==> src/rtl/mwd_pkg.sv <==
// Package: shared constants and helpers for the host memory window decoder.
// Assumes host addresses are 20 bits wide and bases are multiples of 32 KB.
package mwd_pkg;
    localparam int HOST_AW = 20;

    // Region base for a given configuration code.
    function automatic logic [HOST_AW-1:0] region_base(
        input logic [HOST_AW-1:0] base0,
        input logic [HOST_AW-1:0] step,
        input int                 code
    );
        return base0 + HOST_AW'(code) * step;
    endfunction
endpackage

==> src/rtl/mwd_bank_reg.sv <==
// Module: bank-select register for the RAM window.
// Loads a new bank number on a strobe and resets to bank 0.
module mwd_bank_reg #(
    parameter int BANK_W = 2
) (
    input  logic              clk,
    input  logic              rst_n,
    input  logic              we,
    input  logic [BANK_W-1:0] wdata,
    output logic [BANK_W-1:0] bank
);
    // Hold or reload the bank number.
    always_ff @(posedge clk) begin
        if (!rst_n)   bank <= '0;
        else if (we)  bank <= wdata;
    end
endmodule

==> src/rtl/mwd_host_decode.sv <==
// Module: host-side decode of the 24 KB adapter region.
// Computes the region offset from a table of four bases and splits it into
// the RAM window and the ROM range. Assumes the region fits below 2^HOST_AW.
module mwd_host_decode
    import mwd_pkg::*;
#(
    parameter int               WIN_AW    = 14,
    parameter int               ROM_AW    = 13,
    parameter int               BANK_W    = 2,
    parameter int               POP_BANKS = 1,
    parameter logic [HOST_AW-1:0] BASE0   = 20'hC0000,
    parameter logic [HOST_AW-1:0] STEP    = 20'h08000,
    parameter int               CFG_W     = 2
) (
    input  logic                     valid,
    input  logic [HOST_AW-1:0]       addr,
    input  logic                     word,
    input  logic                     wr,
    input  logic [CFG_W-1:0]         cfg,
    input  logic                     enable,
    input  logic [BANK_W-1:0]        bank,
    output logic                     ram_sel,
    output logic                     rom_sel,
    output logic [BANK_W+WIN_AW-1:0] ram_addr,
    output logic                     ram_fitted,
    output logic [ROM_AW-1:0]        rom_addr
);
    localparam int NBASE = 1 << CFG_W;
    localparam int NBANK = 1 << BANK_W;
    localparam logic [HOST_AW-1:0] WIN_LIM = HOST_AW'(1 << WIN_AW);
    localparam logic [HOST_AW-1:0] REG_LIM = HOST_AW'((1 << WIN_AW) + (1 << ROM_AW));
    localparam logic [BANK_W-1:0]  FIRST_POP = BANK_W'(NBANK - POP_BANKS);

    logic [HOST_AW-1:0] base_tab [NBASE];
    logic [HOST_AW-1:0] base;
    logic [HOST_AW:0]   diff;
    logic [HOST_AW-1:0] off;
    logic               below, in_ram, in_rom, go;

    for (genvar i = 0; i < NBASE; i++) begin : g_base
        assign base_tab[i] = region_base(BASE0, STEP, i);
    end

    // Pick the base and form the offset, flagging addresses under the base.
    always_comb begin
        base  = base_tab[cfg];
        diff  = {1'b0, addr} - {1'b0, base};
        below = diff[HOST_AW];
        off   = diff[HOST_AW-1:0];
    end

    // Classify the offset and gate with enable and cycle qualifiers.
    always_comb begin
        go         = valid && enable && !below;
        in_ram     = off < WIN_LIM;
        in_rom     = (off >= WIN_LIM) && (off < REG_LIM);
        ram_sel    = go && in_ram;
        rom_sel    = go && in_rom && !word && !wr;
        ram_addr   = {bank, off[WIN_AW-1:0]};
        ram_fitted = ram_sel && (bank >= FIRST_POP);
        rom_addr   = ROM_AW'(off - WIN_LIM);
    end
endmodule

==> src/rtl/mwd_cp_fold.sv <==
// Module: coprocessor view of the packet RAM.
// The coprocessor bus delivers only its low address bits, which are used
// directly; the top BANK_W bits name the bank.
module mwd_cp_fold #(
    parameter int WIN_AW    = 14,
    parameter int BANK_W    = 2,
    parameter int POP_BANKS = 1
) (
    input  logic [BANK_W+WIN_AW-1:0] cp_addr,
    output logic [BANK_W+WIN_AW-1:0] ram_addr,
    output logic                     fitted
);
    localparam int NBANK = 1 << BANK_W;
    localparam logic [BANK_W-1:0] FIRST_POP = BANK_W'(NBANK - POP_BANKS);

    // Pass the folded address and test its bank against populated banks.
    always_comb begin
        ram_addr = cp_addr;
        fitted   = cp_addr[BANK_W+WIN_AW-1 -: BANK_W] >= FIRST_POP;
    end
endmodule

==> src/rtl/mem_window_decoder.sv <==
// Module: top of the host memory window decoder.
// Joins the bank register, the host decode and the coprocessor fold.
// Assumes configuration inputs are stable while accesses are decoded.
module mem_window_decoder
    import mwd_pkg::*;
#(
    parameter int WIN_AW    = 14,
    parameter int ROM_AW    = 13,
    parameter int BANK_W    = 2,
    parameter int POP_BANKS = 1,
    parameter int CFG_W     = 2
) (
    input  logic                     clk,
    input  logic                     rst_n,
    input  logic                     host_valid,
    input  logic [HOST_AW-1:0]       host_addr,
    input  logic                     host_word,
    input  logic                     host_wr,
    input  logic [CFG_W-1:0]         cfg_base,
    input  logic                     card_en,
    input  logic                     strap_ovr,
    input  logic                     bank_we,
    input  logic [BANK_W-1:0]        bank_wdata,
    input  logic [BANK_W+WIN_AW-1:0] cp_addr,
    output logic                     ram_sel,
    output logic                     rom_sel,
    output logic [BANK_W+WIN_AW-1:0] ram_addr,
    output logic                     ram_fitted,
    output logic [ROM_AW-1:0]        rom_addr,
    output logic [BANK_W+WIN_AW-1:0] cp_ram_addr,
    output logic                     cp_ram_fitted
);
    logic [BANK_W-1:0] bank_q;
    logic              dec_en;

    // Decode is allowed by the card enable or forced by the strap.
    always_comb dec_en = card_en || strap_ovr;

    mwd_bank_reg #(.BANK_W(BANK_W)) i_bank (
        .clk(clk), .rst_n(rst_n), .we(bank_we), .wdata(bank_wdata), .bank(bank_q)
    );

    mwd_host_decode #(
        .WIN_AW(WIN_AW), .ROM_AW(ROM_AW), .BANK_W(BANK_W),
        .POP_BANKS(POP_BANKS), .CFG_W(CFG_W)
    ) i_host (
        .valid(host_valid), .addr(host_addr), .word(host_word), .wr(host_wr),
        .cfg(cfg_base), .enable(dec_en), .bank(bank_q),
        .ram_sel(ram_sel), .rom_sel(rom_sel), .ram_addr(ram_addr),
        .ram_fitted(ram_fitted), .rom_addr(rom_addr)
    );

    mwd_cp_fold #(.WIN_AW(WIN_AW), .BANK_W(BANK_W), .POP_BANKS(POP_BANKS)) i_cp (
        .cp_addr(cp_addr), .ram_addr(cp_ram_addr), .fitted(cp_ram_fitted)
    );
endmodule

==> config.mk <==
export PLATFORM = sky130hd
export DESIGN_NAME = mem_window_decoder
export DESIGN_NICKNAME = d
export VERILOG_FILES = /design/src/rtl/mwd_pkg.sv /design/src/rtl/mwd_bank_reg.sv /design/src/rtl/mwd_host_decode.sv /design/src/rtl/mwd_cp_fold.sv /design/src/rtl/mem_window_decoder.sv
export SDC_FILE = /design/constraint.sdc
export NUM_CORES = 1
export LEC_CHECK = 0
export BUFFER_PORTS_ARGS = -buffer_cell sky130_fd_sc_hd__buf_2
export CORE_AREA = 8 8 55 57
export CTS_CLUSTER_SIZE = 8
export DETAILED_ROUTE_END_ITERATION = 12
export DIE_AREA = 0 0 63 65
export PLACE_DENSITY = 0.87
export SYNTH_ARGS = -nofsm -noshare
export SYNTH_HDL_FRONTEND = slang
export SYNTH_SLANG_ARGS = --single-unit
export TNS_END_PERCENT = 30
==> constraint.sdc <==
create_clock -name clk -period 2 [get_ports clk]
set_input_delay 0.3 -clock clk [delete_from_list [all_inputs] [get_ports clk]]
set_output_delay 0.3 -clock clk [all_outputs]
set_load 0.005 [all_outputs]
# Yosys cells after proc, flatten, opt, wreduce, memory -nomap -nowiden
# Index checks and enable logic that the tools add are counted.
# W data, S select, Z words.
word_totals:
  register_bits: 2
  input_bits: 48
  elab_cells: 25
op_classes:
  n_addsub: 2
  n_lt_le_gt_ge: 6
  muxes: 3
  n_bitwise: 1
  n_reduce_logical: 12
op_table:
  columns: ["op", "count"]
  rows:
  - ["$bmux W20 S2", 1]
  - ["$lt A20 B15 Y1 const B", 2]
  - ["$mux W20", 2]
  - ["$sub A20 B20 Y21", 1]
  - ["$ge A20 B15 Y1 const B", 1]
  - ["$sub A13 B1 Y13 const B", 1]
  - ["$logic_and A1 B1 Y1", 8]
  - ["$ge A2 B2 Y1 const B", 2]
  - ["$ge A3 B3 Y1 const B", 1]
  - ["$logic_not A1 Y1", 3]
  - ["$not A2 Y3", 1]
  - ["$logic_or A1 B1 Y1", 1]

# Logic depth before layout (Yosys ltp)
# Gate-level depths: netlist of run 1.
logic_depth:
  depth_word: 10
  depth_mapped: 6
  depth_no_buf: 6

# Cells and area by module
# A second synthesis of run 1 with hierarchy kept.
hier_totals:
  cells_unflattened: 70
  hier_area_um2: 565.5
modules_own_cells:
  columns: ["module", "instances", "cells_each", "area_each_um2"]
  rows:
  - ["mwd_host_decode", 1, 46, 360.3]
  - ["mwd_cp_fold", 1, 17, 126.4]
  - ["mwd_bank_reg", 1, 6, 72.6]
  - ["mem_window_decoder", 1, 1, 6.3]

# Worst setup path after synthesis of run 1
# OpenSTA, ideal clock, no wires.
synth_path:
  path_kind: "input to output"
  from: "in host_addr[15]"
  to: "out ram_fitted"
  t_arrival_ns: 1.590
  t_required_ns: 1.700
  setup_slack_ns: 0.110
  stages: 6
  cell_sequence: "inv_1 ha_1 fa_1 and3_1 o2111ai_1 nor4_1"
synth_via:
  elab_chain_len: 5
  elab_cells_between_ends: 6
  cone_classes: "add/sub: 1; order compare: 1; reduce/logical: 4"
synth_rtl:
  columns: ["item", "line", "source"]
  rows:
  - ["start, declared", "mem_window_decoder.sv:16", "input logic [HOST_AW-1:0] host_addr,"]
  - ["$sub A20 B20 Y21 *", "mwd_host_decode.sv:47", "diff = {1'b0, addr} - {1'b0, base};"]
  - ["branches (longest 2 deep; another with $lt A20 B15 Y1)", null, null]
  - ["$logic_and A1 B1 Y1 *", "mwd_host_decode.sv:57", "ram_sel = go && in_ram;"]
  - ["$logic_and A1 B1 Y1 *", "mwd_host_decode.sv:60", "ram_fitted = ram_sel && (bank >= FIRST_POP);"]
  - ["end, declared", "mem_window_decoder.sv:28", "output logic ram_fitted,"]
# Every way passes the cells marked *.

# Final worst setup path of run 1
layout_path:
  from: "in host_addr[15]"
  to: "out rom_sel"
layout_via:
  elab_chain_len: 6
  elab_cells_between_ends: 9
  cone_classes: "add/sub: 1; order compare: 2; reduce/logical: 6"
layout_rtl:
  columns: ["item", "line", "source"]
  rows:
  - ["$sub A20 B20 Y21 *", "mwd_host_decode.sv:47", null]
  - ["$ge A20 B15 Y1, or another cell as far along", "mwd_host_decode.sv:56", "in_rom = (off >= WIN_LIM) && (off < REG_LIM);"]
  - ["$logic_and A1 B1 Y1 (on tied branches)", "mwd_host_decode.sv:56, mwd_host_decode.sv:54", null]
  - ["$logic_and A1 B1 Y1 * (3 in series)", "mwd_host_decode.sv:58", "rom_sel = go && in_rom && !word && !wr;"]
  - ["end, declared", "mem_window_decoder.sv:26", "output logic rom_sel,"]
# Every way passes the cells marked *; elsewhere a longest branch is shown, timed or not.

==> impl_metrics.tcl, run 1 <==
set metrics [dict create \
    cp.arrival_ns 1.65 \
    seq_area_frac_synth 0.0749 \
    critical_path_required_ns 1.70 \
    hold_end "i_bank.bank[1]$_SDFFE_PN0P_" \
    crit_fanout 3 \
    final_common_cell "buf_2" \
    route.vias.total 349 \
    worst_setup_path_end_kind "output port" \
    gp_congestion 0.675 \
    dieArea_um2 4100 \
    placedInstanceArea_um2 392 \
    finalWirelength_mm 1.29 \
    synth_area_um2 534 \
    antenna_found_initial 0 \
    whs_path_depth 2 \
    slew_headroom 0.737 \
    synth_fp_nets 117 \
    slew_violations 0 \
    synth.distinct_cells 17 \
    via_per_inst 4.15 \
    overflow 0 \
    start_util 0.249 \
    hp-start "rst_n" \
    yosysTopAreaCell "buf_4" \
    drive_gt1_frac 0.750 \
    wl_per_cell_um 15.4 \
    largest_register_ffs 2 \
    largestRegisters "i_bank.bank x2" \
    crit_chain "buf_6, inv_2, ha_4, fa_1, and3_4, o2111ai_4, nor3_2, buf_2" \
    drc_errors 0 \
    reg2reg_to "i_bank.bank[0]$_SDFFE_PN0P_" \
    setup_viol 0 \
    die_w_um 63 \
    finalInstanceArea_um2 488 \
    status "finished, final reports clean" \
    grt_pass1_vias 440 \
    cpPeakStageDelay_ns 0.47 \
    max-cap-violations 0 \
    cts_tree "built" \
    cpMaxStageDelayCell "fa_1" \
    rows 17 \
    syn_avg_cell_area_um2 8.09 \
    clock_skew_ns 0 \
    dp_cells 80 \
    portBuffers 29 \
    ioPinCount 97 \
    clockRootBuffer "clkbuf_4" \
    first_pass_iters 1 \
    fin_crit_sh 0.977 \
    worstMarginPinSlew_ns 0.392 \
    clk_pin_slew_ns 0.03 \
    area_growth_pct -8.67 \
    synth_seq_cells 2 \
    fillers 236 \
    min_period_ns 1.95 \
    r2r_cells 2 \
    antennaDiodeCount 0 \
    peakVddDrop_v 0.000245 \
    largest-register "i_bank.bank" \
    clk_latency_ns 0.23 \
    synthTopCellsByArea "buf_4, dfxtp_1, ha_1, fa_1, mux2i_1" \
    core_um2 2150 \
    dpl.hpwl_um 951 \
    drt-initial-drc-count 0 \
    power.density_nw_per_um2 433 \
    r2r_setup_slack_ns 1.37 \
    synth_top_area_share 0.604 \
    critPathTopFamily "adder cells" \
    fin_cells 84 \
    worstSetupStartpointType "primary input" \
    htreeDepth 1 \
    crit_type "in -> out" \
    ant_nets 0 \
    num-nets-final 109 \
    fmax_mhz 512 \
    die_h_um 65 \
    p_total_mw 0.211 \
    hold_viol 0 \
    final_cell_mix "buf_2, nor2b_1, clkbuf_4" \
    grt_max_degree 4 \
    power.leakage_nw 0.241 \
    grt_util_all_layers 0.0503 \
    yosys_warnings 0 \
    grt_pass1_wl_mm 1.66 \
    r2r-start "i_bank.bank[0]$_SDFFE_PN0P_" \
    cts_buffer_depth 2 \
    hold_class "in -> reg" \
    cts_hold_buffers 0 \
    clkSinkCount 2 \
    startpoint "host_addr[15]" \
    path_buf_inv 3 \
    cts_inserted_buffers 3 \
    syn_inst 66 \
]
## cell type report
cell class                      instances  area (µm²)  area share
Timing Repair Buffer                   30         165       0.338
Tap cell                               28        35.0      0.0718
Inverter                                3        11.3      0.0231
Clock buffer                            3        22.5      0.0462
Multi-Input combinational cell         18         214       0.438
Sequential cell                         2        40.0      0.0821
## repair_timing
action | CTS | global route
setup buffers | 1 | 0
gates resized for setup | 4 | 8
pin swaps | 4 | 2
setup endpoints to repair | 3 | 3
## how the worst max path moves through the flow
stage	to	slack (ns)	depth (start not counted)
after floorplan	ram_fitted	0.11	6
after global placement	ram_fitted	-0.09	8
after detailed placement	ram_fitted	-0.15	8
after CTS	ram_fitted	0.00004	7
after global routing	ram_fitted	-0.02	8
final	rom_sel	0.05	8
## stage by stage
stage	setup TNS, ns	setup WS, ns	hold slack [ns]	util
floorplan	0	0.110	0.428	-
global placement	-0.0853	-0.0853	0.527	0.182
detailed placement	-0.232	-0.146	0.532	0.182
CTS	0	0.0000433	0.291	0.205
global route	-0.0269	-0.0205	0.307	0.227
finish	0	0.0451	0.302	0.227
## power by group
group | total (mW) | switching [mW] | leakage, nW | internal [mW]
clock | 0.0917 | 0.0253 | 0.0138 | 0.0664
sequential | 0.0444 | 0.00178 | 0.0165 | 0.0426
combinational | 0.0753 | 0.0329 | 0.210 | 0.0424
total | 0.211 | 0.0599 | 0.241 | 0.151
## logic make-up (layout without fill, tap and decap cells)
family,after synthesis,after routing,share of synthesized area
adder cells (fa/ha/maj),3,3,0.0843
AND/OR/NAND/NOR,10,10,0.131
AO/OA/AOI/OAI,2,2,0.0305
flip-flops,2,2,0.0749
buffers and inverters,46,36,0.625
multiplexers,2,2,0.0375
XOR/XNOR,1,1,0.0164
## Yosys cell counts
| cell | n |
|---|---|
| mux2i_1 | 2 |
| o31ai_1 | 1 |
| nor4_1 | 1 |
| xnor2_1 | 1 |
| fa_1 | 1 |
| nor2b_1 | 3 |
| nor3_2 | 1 |
| or4b_4 | 1 |
| and2_1 | 1 |
| dfxtp_1 | 2 |
| nor3_1 | 1 |
| o2111ai_1 | 1 |
| and3_1 | 1 |
| buf_4 | 43 |
| inv_1 | 3 |
| ha_1 | 2 |
| nand2_1 | 1 |
## per-layer routing
metal  up-vias  GRT usage  part of all wire
met3        21     0.0395              0.17
li1        148          -                 -
met4         0     0.0855             0.098
met2        35     0.0615              0.45
met5         -          0                 0
met1       145     0.0398              0.29
No activity file was read; power rests on OpenSTA's default activity.
==> run 2, diff against run 1 <==
--- a/config.mk
+++ b/config.mk
@@ -6,11 +6,12 @@
 export NUM_CORES = 1
 export LEC_CHECK = 0
 export BUFFER_PORTS_ARGS = -buffer_cell sky130_fd_sc_hd__buf_2
-export CORE_AREA = 8 8 55 57
+export CORE_AREA = 8 8 54 56
+export CTS_BUF_LIST = sky130_fd_sc_hd__clkbuf_8
 export CTS_CLUSTER_SIZE = 8
 export DETAILED_ROUTE_END_ITERATION = 12
-export DIE_AREA = 0 0 63 65
-export PLACE_DENSITY = 0.87
+export DIE_AREA = 0 0 62 64
+export PLACE_DENSITY = 0.9
 export SYNTH_ARGS = -nofsm -noshare
 export SYNTH_HDL_FRONTEND = slang
 export SYNTH_SLANG_ARGS = --single-unit
==> impl_metrics.tcl, run 2 (synthesized netlist as in run 1, its figures left out) <==
set metrics [dict create \
    largest_register_ffs 2 \
    largestRegisters "i_bank.bank x2" \
    hold_ws_ns 0.313 \
    worstMarginPinSlew_ns 0.468 \
    max-cap-violations 0 \
    worst_slack_ns 0.0272 \
    worst_setup_path_end_kind "output port" \
    cpMaxStageDelayCell "fa_1" \
    dp_slack_ns -0.156 \
    num-nets-final 108 \
    slew_violations 0 \
    start_util 0.254 \
    path_buf_inv 3 \
    gp_congestion 0.658 \
    clockRootBuffer "clkbuf_8" \
    crit_fanout 3 \
    worstSetupStartpointType "primary input" \
    cts_tree "built" \
    largest-register "i_bank.bank" \
    wl_per_cell_um 15.1 \
    die_w_um 62 \
    grt_util_all_layers 0.0621 \
    slew_headroom 0.685 \
    cts_inserted_buffers 3 \
    power.density_nw_per_um2 582 \
    critical_path_required_ns 1.70 \
    ant_nets 0 \
    cp.arrival_ns 1.67 \
    min_period_ns 1.97 \
    grt_pass1_wl_mm 1.70 \
    finalInstanceArea_um2 483 \
    overflow 0 \
    dpl.hpwl_mm 1.02 \
    clk_latency_ns 0.22 \
    via_per_inst 4.16 \
    grt_max_degree 4 \
    final_common_cell "buf_2" \
    die_h_um 64 \
    htreeDepth 1 \
    clk_pin_slew_ns 0.03 \
    core_um2 2110 \
    final_cell_mix "buf_2, nor2b_1, clkbuf_8" \
    first_pass_iters 2 \
    antennaDiodeCount 0 \
    cpPeakStageDelay_ns 0.47 \
    hold_class "in -> reg" \
    antenna_found_initial 0 \
    portBuffers 29 \
    drt-initial-drc-count 1 \
    clkSinkCount 2 \
    fin_tns_setup_ns 0 \
    setup_viol 0 \
    dieArea_um2 3970 \
    post_cts_buffers 0 \
    drive_gt1_frac 0.691 \
    grt_pass1_vias 403 \
    ioPinCount 97 \
    hold_viol 0 \
    power.leakage_nw 0.238 \
    fin_crit_sh 0.986 \
    finalWirelength_mm 1.25 \
    multiInputGateArea_um2 195 \
    area_growth_pct -9.60 \
    drc_errors 0 \
    cts_buffer_depth 2 \
    fmax_mhz 507 \
    area.sequential_um2 40.0 \
    placedInstanceArea_um2 392 \
    fillers 225 \
    status "finished, final reports clean" \
    rows 17 \
    rsz0062_at_grt "true" \
    cts_hold_buffers 0 \
    peakVddDrop_v 0.000296 \
    route.vias.total 345 \
    crit_chain "buf_6, inv_4, ha_4, fa_1, and3_4, o2111ai_4, nor4_1, buf_2" \
    critPathTopFamily "adder cells" \
    crit_type "in -> out" \
    clock_skew_ns 0 \
]
-- run 2: cell types whose count changed in the layout (fill, tap and decap cells not counted) --
cell,before,now
inv_4,0,1
xnor2_1,0,1
o31ai_2,1,0
nor4_1,0,1
xnor2_2,1,0
inv_2,1,0
o31ai_1,0,1
clkbuf_4,3,0
clkbuf_8,0,3
buf_4,1,0
nor4_2,1,0
-- run 2: per-stage QoR --
step,std cells,total power [mW],utilization
2_1_floorplan,66,0.136,-
3_3_place_gp,80,0.0986,0.186
3_5_place_dp,80,0.100,0.186
4_1_cts,83,0.280,0.222
5_1_grt,83,0.293,0.229
6_report,83,0.281,0.229
-- run 2: worst reg2reg max path, stage by stage, from the launching register on --
cell and delay (ns):
dfxtp_1 0.32, mux2i_1 0.15, nor2b_1 0.07
-- run 2: cell type report --
type                            count  share of cell area
Clock buffer                        3              0.0855
Sequential cell                     2              0.0829
Timing Repair Buffer               29               0.326
Tap cell                           28              0.0725
Multi-Input combinational cell     18               0.404
Inverter                            3              0.0285
-- run 2: per-layer routing --
metal | wire length, µm | share of wire | track usage | vias up
met1 | 412 | 0.33 | 0.0555 | 148
met2 | 553 | 0.44 | 0.0802 | 33
met4 | 103 | 0.082 | 0.0798 | 0
met3 | 182 | 0.15 | 0.0420 | 16
met5 | 0 | 0 | 0 | -
li1 | - | - | - | 148
-- run 2: final timing paths --
path                                                  start                           to  slack (ns)  cells after the start
worst max-delay path                          host_addr[15]                   ram_fitted        0.03                      8
worst min-delay path                                  rst_n  i_bank.bank[1]$_SDFFE_PN0P_        0.31                      2
worst max register to register  i_bank.bank[0]$_SDFFE_PN0P_  i_bank.bank[0]$_SDFFE_PN0P_        1.36                      2
worst min register to register  i_bank.bank[1]$_SDFFE_PN0P_  i_bank.bank[1]$_SDFFE_PN0P_        0.54                      2
-- run 2: power by group --
| part | switching [mW] | leakage (nW) | internal (mW) |
|---|---|---|---|
| Sequential | 0.00175 | 0.0165 | 0.0427 |
| Clock | 0.0402 | 0.0216 | 0.128 |
| Combinational | 0.0300 | 0.200 | 0.0385 |
| Total | 0.0720 | 0.238 | 0.209 |
-- run 2: timing repair --
action / CTS / global route
endpoints found under the hold margin: 0 / 0
gates resized for setup: 6 / 3
setup endpoints to repair: 3 / 3
pin swaps: 4 / 1
